File: src/rtl/ctr_judge_pkg.sv
package ctr_judge_pkg;

  typedef enum logic [1:0] {
    PRIV_U   = 2'b00,
    PRIV_S   = 2'b01,
    PRIV_RSV = 2'b10,
    PRIV_M   = 2'b11
  } priv_e;

  typedef enum logic [1:0] {
    VERD_ALLOW   = 2'b00,
    VERD_ILLEGAL = 2'b01,
    VERD_VIRTUAL = 2'b10
  } verdict_e;

  typedef enum logic [2:0] {
    MODE_M   = 3'd0,
    MODE_HS  = 3'd1,
    MODE_U   = 3'd2,
    MODE_VS  = 3'd3,
    MODE_VU  = 3'd4,
    MODE_BAD = 3'd5
  } mode_e;

  // Fold privilege code and V bit into one effective mode.
  function automatic mode_e mode_of(logic [1:0] priv, logic virt);
    mode_e m;
    case (priv)
      PRIV_M:  m = MODE_M;
      PRIV_S:  m = virt ? MODE_VS : MODE_HS;
      PRIV_U:  m = virt ? MODE_VU : MODE_U;
      default: m = MODE_BAD;
    endcase
    return m;
  endfunction

  // Verdict for a counter CSR access that hit one of the windows.
  function automatic verdict_e judge_counter(mode_e m, logic high_bad,
                                             logic m_bit, logic h_bit,
                                             logic s_bit);
    verdict_e v;
    if (high_bad) begin
      v = VERD_ILLEGAL;
    end else begin
      case (m)
        MODE_M, MODE_HS: v = VERD_ALLOW;
        MODE_U:  v = !m_bit ? VERD_ILLEGAL : (s_bit ? VERD_ALLOW : VERD_ILLEGAL);
        MODE_VS: v = !m_bit ? VERD_ILLEGAL : (h_bit ? VERD_ALLOW : VERD_VIRTUAL);
        MODE_VU: v = !m_bit ? VERD_ILLEGAL :
                     ((h_bit && s_bit) ? VERD_ALLOW : VERD_VIRTUAL);
        default: v = VERD_ILLEGAL;
      endcase
    end
    return v;
  endfunction

  // Verdict for a hypervisor load/store/fence instruction.
  function automatic verdict_e judge_hyp(mode_e m);
    verdict_e v;
    case (m)
      MODE_VS, MODE_VU: v = VERD_VIRTUAL;
      MODE_M, MODE_HS:  v = VERD_ALLOW;
      default:          v = VERD_ILLEGAL;
    endcase
    return v;
  endfunction

endpackage

File: src/rtl/ctr_addr_decode.sv
module ctr_addr_decode #(
  parameter int ADDR_W = 12,
  parameter int NUM_CTR = 32,
  parameter logic [ADDR_W-1:0] LOW_BASE = 12'hC00,
  parameter logic [ADDR_W-1:0] HIGH_BASE = 12'hC80,
  localparam int IDX_W = $clog2(NUM_CTR)
) (
  input  logic [ADDR_W-1:0] addr,
  output logic              hit_low,
  output logic              hit_high,
  output logic [IDX_W-1:0]  idx
);

  logic [ADDR_W-1:0] off_low;
  logic [ADDR_W-1:0] off_high;

  assign off_low  = addr - LOW_BASE;
  assign off_high = addr - HIGH_BASE;

  // Unsigned wrap makes addresses below a base fall outside its window.
  assign hit_low  = off_low  < ADDR_W'(NUM_CTR);
  assign hit_high = off_high < ADDR_W'(NUM_CTR);

  assign idx = hit_high ? off_high[IDX_W-1:0] : off_low[IDX_W-1:0];

endmodule

File: src/rtl/ctr_enable_pick.sv
module ctr_enable_pick #(
  parameter int NUM_CTR = 32,
  localparam int IDX_W = $clog2(NUM_CTR)
) (
  input  logic [IDX_W-1:0]   idx,
  input  logic [NUM_CTR-1:0] m_en,
  input  logic [NUM_CTR-1:0] h_en,
  input  logic [NUM_CTR-1:0] s_en,
  output logic               m_bit,
  output logic               h_bit,
  output logic               s_bit
);

  // Same selection repeated for each of the three enable registers.
  logic [2:0]         picked;
  logic [NUM_CTR-1:0] regs [3];

  assign regs[0] = m_en;
  assign regs[1] = h_en;
  assign regs[2] = s_en;

  for (genvar g = 0; g < 3; g++) begin : g_pick
    assign picked[g] = regs[g][idx];
  end

  assign m_bit = picked[0];
  assign h_bit = picked[1];
  assign s_bit = picked[2];

endmodule

File: src/rtl/ctr_verdict_core.sv
module ctr_verdict_core
  import ctr_judge_pkg::*;
(
  input  logic       clk,
  input  logic       rst_n,
  input  logic       acc_valid,
  input  logic       hyp_insn,
  input  logic [1:0] priv_lvl,
  input  logic       virt_on,
  input  logic       xlen32,
  input  logic       hit_low,
  input  logic       hit_high,
  input  logic       m_bit,
  input  logic       h_bit,
  input  logic       s_bit,
  output verdict_e   verdict
);

  mode_e mode;
  logic  counter_hit;
  logic  high_bad;
  logic  below_hs;

  assign mode        = mode_of(priv_lvl, virt_on);
  assign counter_hit = hit_low | hit_high;
  assign high_bad    = hit_high & ~xlen32;
  assign below_hs    = (mode == MODE_U) || (mode == MODE_VS) || (mode == MODE_VU);

  always_comb begin
    if (!acc_valid)        verdict = VERD_ALLOW;
    else if (hyp_insn)     verdict = judge_hyp(mode);
    else if (!counter_hit) verdict = VERD_ALLOW;
    else                   verdict = judge_counter(mode, high_bad, m_bit, h_bit, s_bit);
  end


  a_r1_idle_allows: assert property (@(posedge clk) disable iff (!rst_n)
    !acc_valid |-> verdict == VERD_ALLOW);


  a_r3_high_on_64: assert property (@(posedge clk) disable iff (!rst_n)
    (acc_valid && !hyp_insn && hit_high && !xlen32) |-> verdict == VERD_ILLEGAL);


  a_r4_machine_gate: assert property (@(posedge clk) disable iff (!rst_n)
    (acc_valid && !hyp_insn && counter_hit && !high_bad && below_hs && !m_bit)
      |-> verdict == VERD_ILLEGAL);


  a_r7_vu_sup_block: assert property (@(posedge clk) disable iff (!rst_n)
    (acc_valid && !hyp_insn && counter_hit && !high_bad && priv_lvl == 2'b00 &&
     virt_on && m_bit && h_bit && !s_bit) |-> verdict == VERD_VIRTUAL);


  a_r9_hyp_under_v: assert property (@(posedge clk) disable iff (!rst_n)
    (acc_valid && hyp_insn && virt_on && (priv_lvl == 2'b00 || priv_lvl == 2'b01))
      |-> verdict == VERD_VIRTUAL);


  a_r2_top_modes_allow: assert property (@(posedge clk) disable iff (!rst_n)
    (acc_valid && !hyp_insn && counter_hit && !high_bad &&
     (priv_lvl == 2'b11 || (priv_lvl == 2'b01 && !virt_on))) |-> verdict == VERD_ALLOW);

endmodule

File: src/rtl/ctr_out_stage.sv
module ctr_out_stage
  import ctr_judge_pkg::*;
#(
  parameter bit REG_OUT = 1'b1
) (
  input  logic     clk,
  input  logic     rst_n,
  input  verdict_e verdict,
  output logic     exc_illegal,
  output logic     exc_virtual
);

  verdict_e held;

  if (REG_OUT) begin : g_reg
    always_ff @(posedge clk or negedge rst_n) begin
      if (!rst_n) held <= VERD_ALLOW;
      else        held <= verdict;
    end
  end else begin : g_wire
    assign held = verdict;
  end

  assign exc_illegal = (held == VERD_ILLEGAL);
  assign exc_virtual = (held == VERD_VIRTUAL);


  a_r12_one_exception: assert property (@(posedge clk) disable iff (!rst_n)
    !(exc_illegal && exc_virtual));

endmodule

File: src/rtl/ctr_access_judge.sv
module ctr_access_judge
  import ctr_judge_pkg::*;
#(
  parameter int ADDR_W = 12,
  parameter int NUM_CTR = 32,
  parameter logic [ADDR_W-1:0] LOW_BASE = 12'hC00,
  parameter logic [ADDR_W-1:0] HIGH_BASE = 12'hC80,
  parameter bit REG_OUT = 1'b1,
  localparam int IDX_W = $clog2(NUM_CTR)
) (
  input  logic               clk,
  input  logic               rst_n,
  input  logic [1:0]         priv_lvl,
  input  logic               virt_on,
  input  logic               xlen32,
  input  logic [ADDR_W-1:0]  csr_addr,
  input  logic               acc_valid,
  input  logic               hyp_insn,
  input  logic [NUM_CTR-1:0] m_cnt_en,
  input  logic [NUM_CTR-1:0] h_cnt_en,
  input  logic [NUM_CTR-1:0] s_cnt_en,
  output logic               exc_illegal,
  output logic               exc_virtual
);

  logic             hit_low;
  logic             hit_high;
  logic [IDX_W-1:0] idx;
  logic             m_bit;
  logic             h_bit;
  logic             s_bit;
  verdict_e         verdict;

  ctr_addr_decode #(
    .ADDR_W(ADDR_W), .NUM_CTR(NUM_CTR),
    .LOW_BASE(LOW_BASE), .HIGH_BASE(HIGH_BASE)
  ) u_decode (
    .addr(csr_addr), .hit_low(hit_low), .hit_high(hit_high), .idx(idx)
  );

  ctr_enable_pick #(.NUM_CTR(NUM_CTR)) u_pick (
    .idx(idx), .m_en(m_cnt_en), .h_en(h_cnt_en), .s_en(s_cnt_en),
    .m_bit(m_bit), .h_bit(h_bit), .s_bit(s_bit)
  );

  ctr_verdict_core u_core (
    .clk(clk), .rst_n(rst_n), .acc_valid(acc_valid), .hyp_insn(hyp_insn),
    .priv_lvl(priv_lvl), .virt_on(virt_on), .xlen32(xlen32),
    .hit_low(hit_low), .hit_high(hit_high),
    .m_bit(m_bit), .h_bit(h_bit), .s_bit(s_bit), .verdict(verdict)
  );

  ctr_out_stage #(.REG_OUT(REG_OUT)) u_out (
    .clk(clk), .rst_n(rst_n), .verdict(verdict),
    .exc_illegal(exc_illegal), .exc_virtual(exc_virtual)
  );

  if (REG_OUT) begin : g_reg_checks
    // an idle cycle leaves the registered outputs quiet one cycle later
    a_r1_idle_quiet_next: assert property (@(posedge clk) disable iff (!rst_n)
      !acc_valid |=> (!exc_illegal && !exc_virtual));
    // a machine-mode hypervisor instruction reads as allow one cycle later
    a_r12_latency_m_hyp: assert property (@(posedge clk) disable iff (!rst_n)
      (acc_valid && hyp_insn && priv_lvl == 2'b11) |=> (!exc_illegal && !exc_virtual));
  end

endmodule

File: config.mk
export PLATFORM = sky130hd
export DESIGN_NAME = ctr_access_judge
export DESIGN_NICKNAME = d
export VERILOG_FILES = /design/src/rtl/ctr_judge_pkg.sv /design/src/rtl/ctr_addr_decode.sv /design/src/rtl/ctr_enable_pick.sv /design/src/rtl/ctr_verdict_core.sv /design/src/rtl/ctr_out_stage.sv /design/src/rtl/ctr_access_judge.sv
export SDC_FILE = /design/constraint.sdc
export NUM_CORES = 1
export LEC_CHECK = 0
export ABC_AREA = 1
export BUFFER_PORTS_ARGS = -buffer_cell sky130_fd_sc_hd__buf_2
export CAP_MARGIN = 20
export CORE_MARGIN = 5
export CORE_UTILIZATION = 38
export DETAILED_ROUTE_END_ITERATION = 7
export GPL_ROUTABILITY_DRIVEN = 1
export PLACE_DENSITY = 0.88
export RECOVER_POWER = 100
export SLEW_MARGIN = 10
export SYNTH_ARGS = -nofsm -noshare
export SYNTH_HDL_FRONTEND = slang
export SYNTH_SLANG_ARGS = --single-unit
File: constraint.sdc
create_clock -name clk -period 0.8 [get_ports clk]
set_input_delay 0.16 -clock clk [delete_from_list [all_inputs] [get_ports clk]]
set_output_delay 0.16 -clock clk [all_outputs]
set_load 0.005 [all_outputs]
==> impl_metrics.env, run 1 <==
export IMPL_cts_sinks=2
export IMPL_synth_area_um2=1282
export IMPL_crit_cells=13
export IMPL_place_area_um2=2056
export IMPL_seq_area_frac_synth_pct=3.902
export IMPL_antenna_cells=0
export IMPL_fin_nets=522
export IMPL_layout_common_cells="buf_2 (113), nand2_1 (101), nand3_1 (58)"
export IMPL_wl_um=5323
export IMPL_ios=118
export IMPL_cp_buffers_inverters=3
export IMPL_rows=21
export IMPL_largest_reg_flops=2
export IMPL_drive_above_1_share_pct=41.00
export IMPL_hp_class="primary input to flop"
export IMPL_grt_pass1_vias=1978
export IMPL_fin_crit_sh_pct=158.4
export IMPL_fin_crit_ps=1267
export IMPL_ys_types=19
export IMPL_grt_max_degree=33
export IMPL_tritoncts="yes"
export IMPL_viasPerCell=4.989
export IMPL_design_area_um2=2236
export IMPL_die_w_um=68.10
export IMPL_area_growth_pct=74.34
export IMPL_holdPathStages=3
export IMPL_hold_viol=0
export IMPL_rsz0062_at_grt="true"
export IMPL_synth_fa_ha_area_share_pct=3.902
export IMPL_dr_total_vias=2225
export IMPL_grt_usage_pct=21.12
export IMPL_hold_ws_ps=188.9
export IMPL_htree_levels=1
export IMPL_synthMuxAreaShare_pct=0
export IMPL_reg_largest_list="u_out.held (2)"
export IMPL_maxSlewHeadroom_pct=82.23
export IMPL_route_detailed_drc=0
export IMPL_finalSetupViolCount=4
export IMPL_setup_worst_path_start_class="primary input"
export IMPL_yosys_area_share_simple_pct=63.61
export IMPL_violations="setup timing"
export IMPL_power_total_w=0.001457
export IMPL_antenna_found_initial=0
export IMPL_switching_share_pct=42.02
export IMPL_clock_path_buffers=2
export IMPL_outcome="complete, but fails checks"
export IMPL_synth_compound_area_share_pct=14.44
export IMPL_dieArea_um2=4637
export IMPL_initial_core_util_pct=38.74
export IMPL_slew_viol_final=0
export IMPL_cp_required_ps=950
export IMPL_crit_path_end_kind="flop"
export IMPL_p_switching_w=0.0006121
export IMPL_dp_hpwl_um=4189
export IMPL_gr_total_overflow=0
export IMPL_ir_drop_mv=0.3041
export IMPL_p_int_w=0.0008447
export IMPL_root_buffer="clkbuf_4"
export IMPL_drt_iter0_markers=126
export IMPL_p_per_area_nw_per_um2=651.5
export IMPL_comb_power_share_pct=76.9
export IMPL_die_h_um=68.10
export IMPL_crit_family="compound AO/OA/AOI/OAI gates"
export IMPL_cts_buffers=3
export IMPL_power_share_clock_pct=15.6
export IMPL_synth_xor_area_share_pct=0
export IMPL_p_seq_share_pct=7.5
export IMPL_regMostFlops="u_out.held"
export IMPL_pre_cts_ws_ps=-906.1
export IMPL_portBuffers=117
export IMPL_syn_nets=392
export IMPL_maxCapViolations=0
export IMPL_syn_avg_cell_area_um2=4.715
export IMPL_finalCoreUtilization_pct=67.54
export IMPL_cp_common_cell="nand2_1"
export IMPL_core_area_um2=3311
export IMPL_path_clk_slew_ps=30
export IMPL_wl_per_cell_um=11.93
export IMPL_syn_inst=272
export IMPL_slowest_delay_ps=190
export IMPL_final_setup_worst_slack_ps=-467.1
export IMPL_slowest_stage="a21o_1"
export IMPL_ant_nets=0
export IMPL_yosys_warnings=0
export IMPL_worstSetupPathType="primary input to flop"
export IMPL_power_leakage_nw=1.274
export IMPL_worstPathArrival_ps=1420
export IMPL_synth_top_family_by_area="simple AND/OR/NAND/NOR gates"
export IMPL_firstDrtPassIters=4
export IMPL_routabilityCongestion=0.9630
export IMPL_fmax_ghz=0.7892
export IMPL_worstMarginPinSlew_ps=264.3
export IMPL_grt_pass1_wl_um=7803
export IMPL_cp_max_fo=3
export IMPL_path_cells="buf_12 > inv_16 > ha_4 > a21o_1 > o21ai_2 > o21ai_2 > nand2_1 > nand2_1 > clkinv_2 > nand2_2 > nor2_1 > nand2_1 > a21oi_2"
export IMPL_layout_commonest_cell="buf_2"
export IMPL_yosys_register_bits=2
## metrics by stage
stage          instances  TNS, ps
2_1_floorplan        272   -941.3
3_3_place_gp         437    -1448
3_5_place_dp         437    -1739
4_1_cts              444    -1231
5_1_grt              446    -1459
6_report             446    -1230
## worst min-delay path, stage by stage
cell and delay (ps):
buf_2 110, nand2_1 70, a21oi_2 40
## power groups by stage
stage | Sequential (W) | Clock, W | Combinational [W]
5_1_grt | 0.000111 | 0.000246 | 0.00124
6_report | 0.000110 | 0.000227 | 0.00112
3_5_place_dp | 0.000111 | 0 | 0.00100
3_3_place_gp | 0.000111 | 0 | 0.000979
2_1_floorplan | 0.000111 | 0 | 0.000533
4_1_cts | 0.000110 | 0.000229 | 0.00106
## layout make-up
type                    instances  area, um^2
multi-input cells             232        1139
fillers                       322        1075
repair buffers                141       857.1
inverters                      22       110.1
well taps                      46       57.56
flip-flops and latches          2       50.05
clock buffers                   3       22.52
## repair_timing
action | 4_1_cts | 5_1_grt
gates resized for setup | 13 | 17
hold buffers | 1 | 0
endpoints found under the hold margin | 2 | 0
buffers inserted | 3 | 2
endpoints found under the setup margin | 4 | 4
pin swaps | 8 | 10
## metal layers
layer	vias up	part of all wire, %	track usage (%)
li1	1143	-	-
met1	961	37	22.59
met2	105	52	42.48
met3	16	8.7	2.627
met4	0	2.4	5.459
met5	-	0	0
## synth_stat cells
master	n	share of area [%]
clkbuf_1	4	1.2
nor3_1	1	0.39
a21oi_1	2	0.78
nand2_1	104	30
buf_2	7	2.7
a21o_1	2	1.2
ha_1	4	3.9
o211ai_1	8	4.7
o21ai_0	11	4.3
dfrtp_1	2	3.9
nor4_1	2	0.98
clkinv_1	1	0.29
inv_2	2	0.59
buf_4	2	1.2
o21ai_1	9	3.5
buf_6	3	2.6
nor2_1	30	8.8
nand3_1	59	23
inv_1	19	5.6
## kinds of logic after synthesis
| group | Yosys count |
|---|---|
| AND/OR/NAND/NOR | 196 |
| buffers and inverters | 38 |
| AO/OA/AOI/OAI | 32 |
| adder cells (fa/ha/maj) | 4 |
| flip-flops | 2 |
## worst paths after layout
| path | end | startpoint | slack (ps) |
|---|---|---|---|
| hold / removal | u_out.held[1] | acc_valid | 190 |
| min in group asynchronous | u_out.held[1] | rst_n | 290 |
| max in group asynchronous | u_out.held[0] | rst_n | 370 |
| setup / recovery | u_out.held[1] | priv_lvl[1] | -470 |
No activity file was read; power rests on OpenSTA's default activity.
==> inputs of run 2 (changes only) <==
--- a/config.mk
+++ b/config.mk
@@ -9,10 +9,10 @@
 export BUFFER_PORTS_ARGS = -buffer_cell sky130_fd_sc_hd__buf_2
 export CAP_MARGIN = 20
 export CORE_MARGIN = 5
-export CORE_UTILIZATION = 38
+export CORE_UTILIZATION = 34
 export DETAILED_ROUTE_END_ITERATION = 7
 export GPL_ROUTABILITY_DRIVEN = 1
-export PLACE_DENSITY = 0.88
+export PLACE_DENSITY = 0.84
 export RECOVER_POWER = 100
 export SLEW_MARGIN = 10
 export SYNTH_ARGS = -nofsm -noshare
==> constraint.sdc (replaced) <==
create_clock -name clk -period 1.1 [get_ports clk]
set_input_delay 0.22 -clock clk [delete_from_list [all_inputs] [get_ports clk]]
set_output_delay 0.22 -clock clk [all_outputs]
set_load 0.005 [all_outputs]
==> impl_metrics.env, run 2 (same netlist as run 1, synthesis figures left out) <==
export IMPL_largest_reg_flops=2
export IMPL_antenna_cells=0
export IMPL_wl_per_cell_um=12.05
export IMPL_violations="setup timing"
export IMPL_root_buffer="clkbuf_8"
export IMPL_p_switching_w=0.0004881
export IMPL_slowest_stage="o21ai_4"
export IMPL_rsz0062_at_grt="true"
export IMPL_grt_pass1_wl_um=8418
export IMPL_worstSetupPathType="primary input to flop"
export IMPL_slew_viol_final=0
export IMPL_finalSetupViolCount=2
export IMPL_firstDrtPassIters=4
export IMPL_outcome="complete, but fails checks"
export IMPL_routabilityCongestion=0.8370
export IMPL_core_area_um2=3661
export IMPL_ir_drop_mv=0.2599
export IMPL_grt_max_degree=23
export IMPL_dr_total_vias=2197
export IMPL_worstPathArrival_ps=1450
export IMPL_dieArea_um2=5100
export IMPL_layout_common_cells="buf_2 (109), nand2_1 (100), nand3_1 (57)"
export IMPL_cts_buffers=3
export IMPL_route_detailed_drc=0
export IMPL_dp_hpwl_um=4242
export IMPL_finalCoreUtilization_pct=63.40
export IMPL_ios=118
export IMPL_layout_commonest_cell="buf_2"
export IMPL_viasPerCell=4.915
export IMPL_met2_usage_pct=36.84
export IMPL_initial_core_util_pct=35.03
export IMPL_drt_iter0_markers=85
export IMPL_power_total_w=0.001230
export IMPL_cp_buffers_inverters=5
export IMPL_cp_required_ps=1200
export IMPL_met3_usage_pct=2.525
export IMPL_grt_busiest_layer="met2"
export IMPL_fin_crit_ps=1345
export IMPL_switching_share_pct=39.67
export IMPL_cts_sinks=2
export IMPL_portBuffers=117
export IMPL_maxCapViolations=0
export IMPL_worstMarginPinSlew_ps=264.7
export IMPL_regMostFlops="u_out.held"
export IMPL_reg_largest_list="u_out.held (2)"
export IMPL_wl_um=5387
export IMPL_hold_ws_ps=253.2
export IMPL_comb_power_share_pct=69.1
export IMPL_placedCellCount=438
export IMPL_area_growth_pct=80.98
export IMPL_power_share_clock_pct=24.4
export IMPL_antenna_found_initial=0
export IMPL_fin_crit_sh_pct=122.3
export IMPL_met1_usage_pct=21.35
export IMPL_path_cells="buf_8 > inv_8 > ha_4 > inv_2 > o21ai_4 > inv_2 > nand2_4 > o21ai_4 > o21ai_4 > nand2_1 > nand2_1 > clkinv_2 > nand2_2 > nor2_2 > nand2_1 > a21oi_2"
export IMPL_crit_path_end_kind="flop"
export IMPL_hp_class="primary input to flop"
export IMPL_pre_cts_ws_ps=-596.7
export IMPL_fmax_ghz=0.7433
export IMPL_path_clk_slew_ps=30
export IMPL_tritoncts="yes"
export IMPL_final_setup_worst_slack_ps=-245.3
export IMPL_final_cells=447
export IMPL_p_seq_share_pct=6.5
export IMPL_ant_nets=0
export IMPL_p_int_w=0.0007424
export IMPL_grt_usage_pct=19.86
export IMPL_slowest_delay_ps=160
export IMPL_fin_nets=521
export IMPL_cp_max_fo=3
export IMPL_p_per_area_nw_per_um2=530.1
export IMPL_rows=22
export IMPL_crit_family="simple AND/OR/NAND/NOR gates"
export IMPL_drive_above_1_share_pct=41.60
export IMPL_die_h_um=71.42
export IMPL_setup_worst_path_start_class="primary input"
export IMPL_clock_path_buffers=2
export IMPL_gr_total_overflow=0
export IMPL_htree_levels=1
export IMPL_power_leakage_nw=1.281
export IMPL_hold_viol=0
export IMPL_die_w_um=71.42
export IMPL_grt_pass1_vias=2102
export IMPL_maxSlewHeadroom_pct=82.33
[run 2: cell count changes in the layout (fill, tap and decap cells not counted), sizes merged]
cell	before	now
clkbuf	4	7
buf	139	135
[run 2: power by group through the flow]
stage          clock [W]  sequential [W]  combinational [W]
3_3_place_gp           0       0.0000806           0.000707
2_1_floorplan          0       0.0000805           0.000388
6_report        0.000300       0.0000801           0.000850
4_1_cts         0.000307       0.0000800           0.000794
5_1_grt         0.000313       0.0000803           0.000952
3_5_place_dp           0       0.0000807           0.000722
[run 2: through the flow]
stage	TNS, ps	area (um^2)
after floorplan	-461.3	1326
after global placement	-979.7	2026
after detailed placement	-1142	2026
after CTS	-415.5	2220
after global routing	-675.7	2321
final	-468.9	2321
[run 2: final cells by class]
cell class	count	area, um^2
clock buffer	3	41.29
fill	366	1340
inverter	22	115.1
multi-input combinational	232	1192
sequential	2	50.05
tap	48	60.06
timing repair buffer	140	862.1
[run 2: final timing paths]
path / start / endpoint / slack [ps] / depth (start not counted)
min in group asynchronous: rst_n / u_out.held[1] / 350 / 2
hold / removal: acc_valid / u_out.held[1] / 250 / 3
setup / recovery: priv_lvl[0] / u_out.held[1] / -250 / 16
max in group asynchronous: rst_n / u_out.held[0] / 630 / 2
[run 2: metal layers]
metal	vias up	routed length, um
li1	1141	-
met1	938	2008
met2	100	2758
met3	18	433
met4	0	187
met5	-	0
[run 2: tightest hold or removal path, delay by kind of cell]
| kind | cells | cell delay [ps] |
|---|---|---|
| AOI/OAI and AO/OA | 1 | 30 |
| buffers and inverters | 1 | 100 |
| and+or+nand+nor | 1 | 70 |
[run 2: what timing repair did]
| item | CTS | global route |
|---|---|---|
| endpoints found under the setup margin | 2 | 2 |
| endpoints found under the hold margin | 2 | 0 |
| pin swaps | 13 | 7 |
| resized for setup | 30 | 15 |
| hold buffers | 1 | 0 |
| cloned | 0 | 1 |
| setup buffers | 3 | 1 |
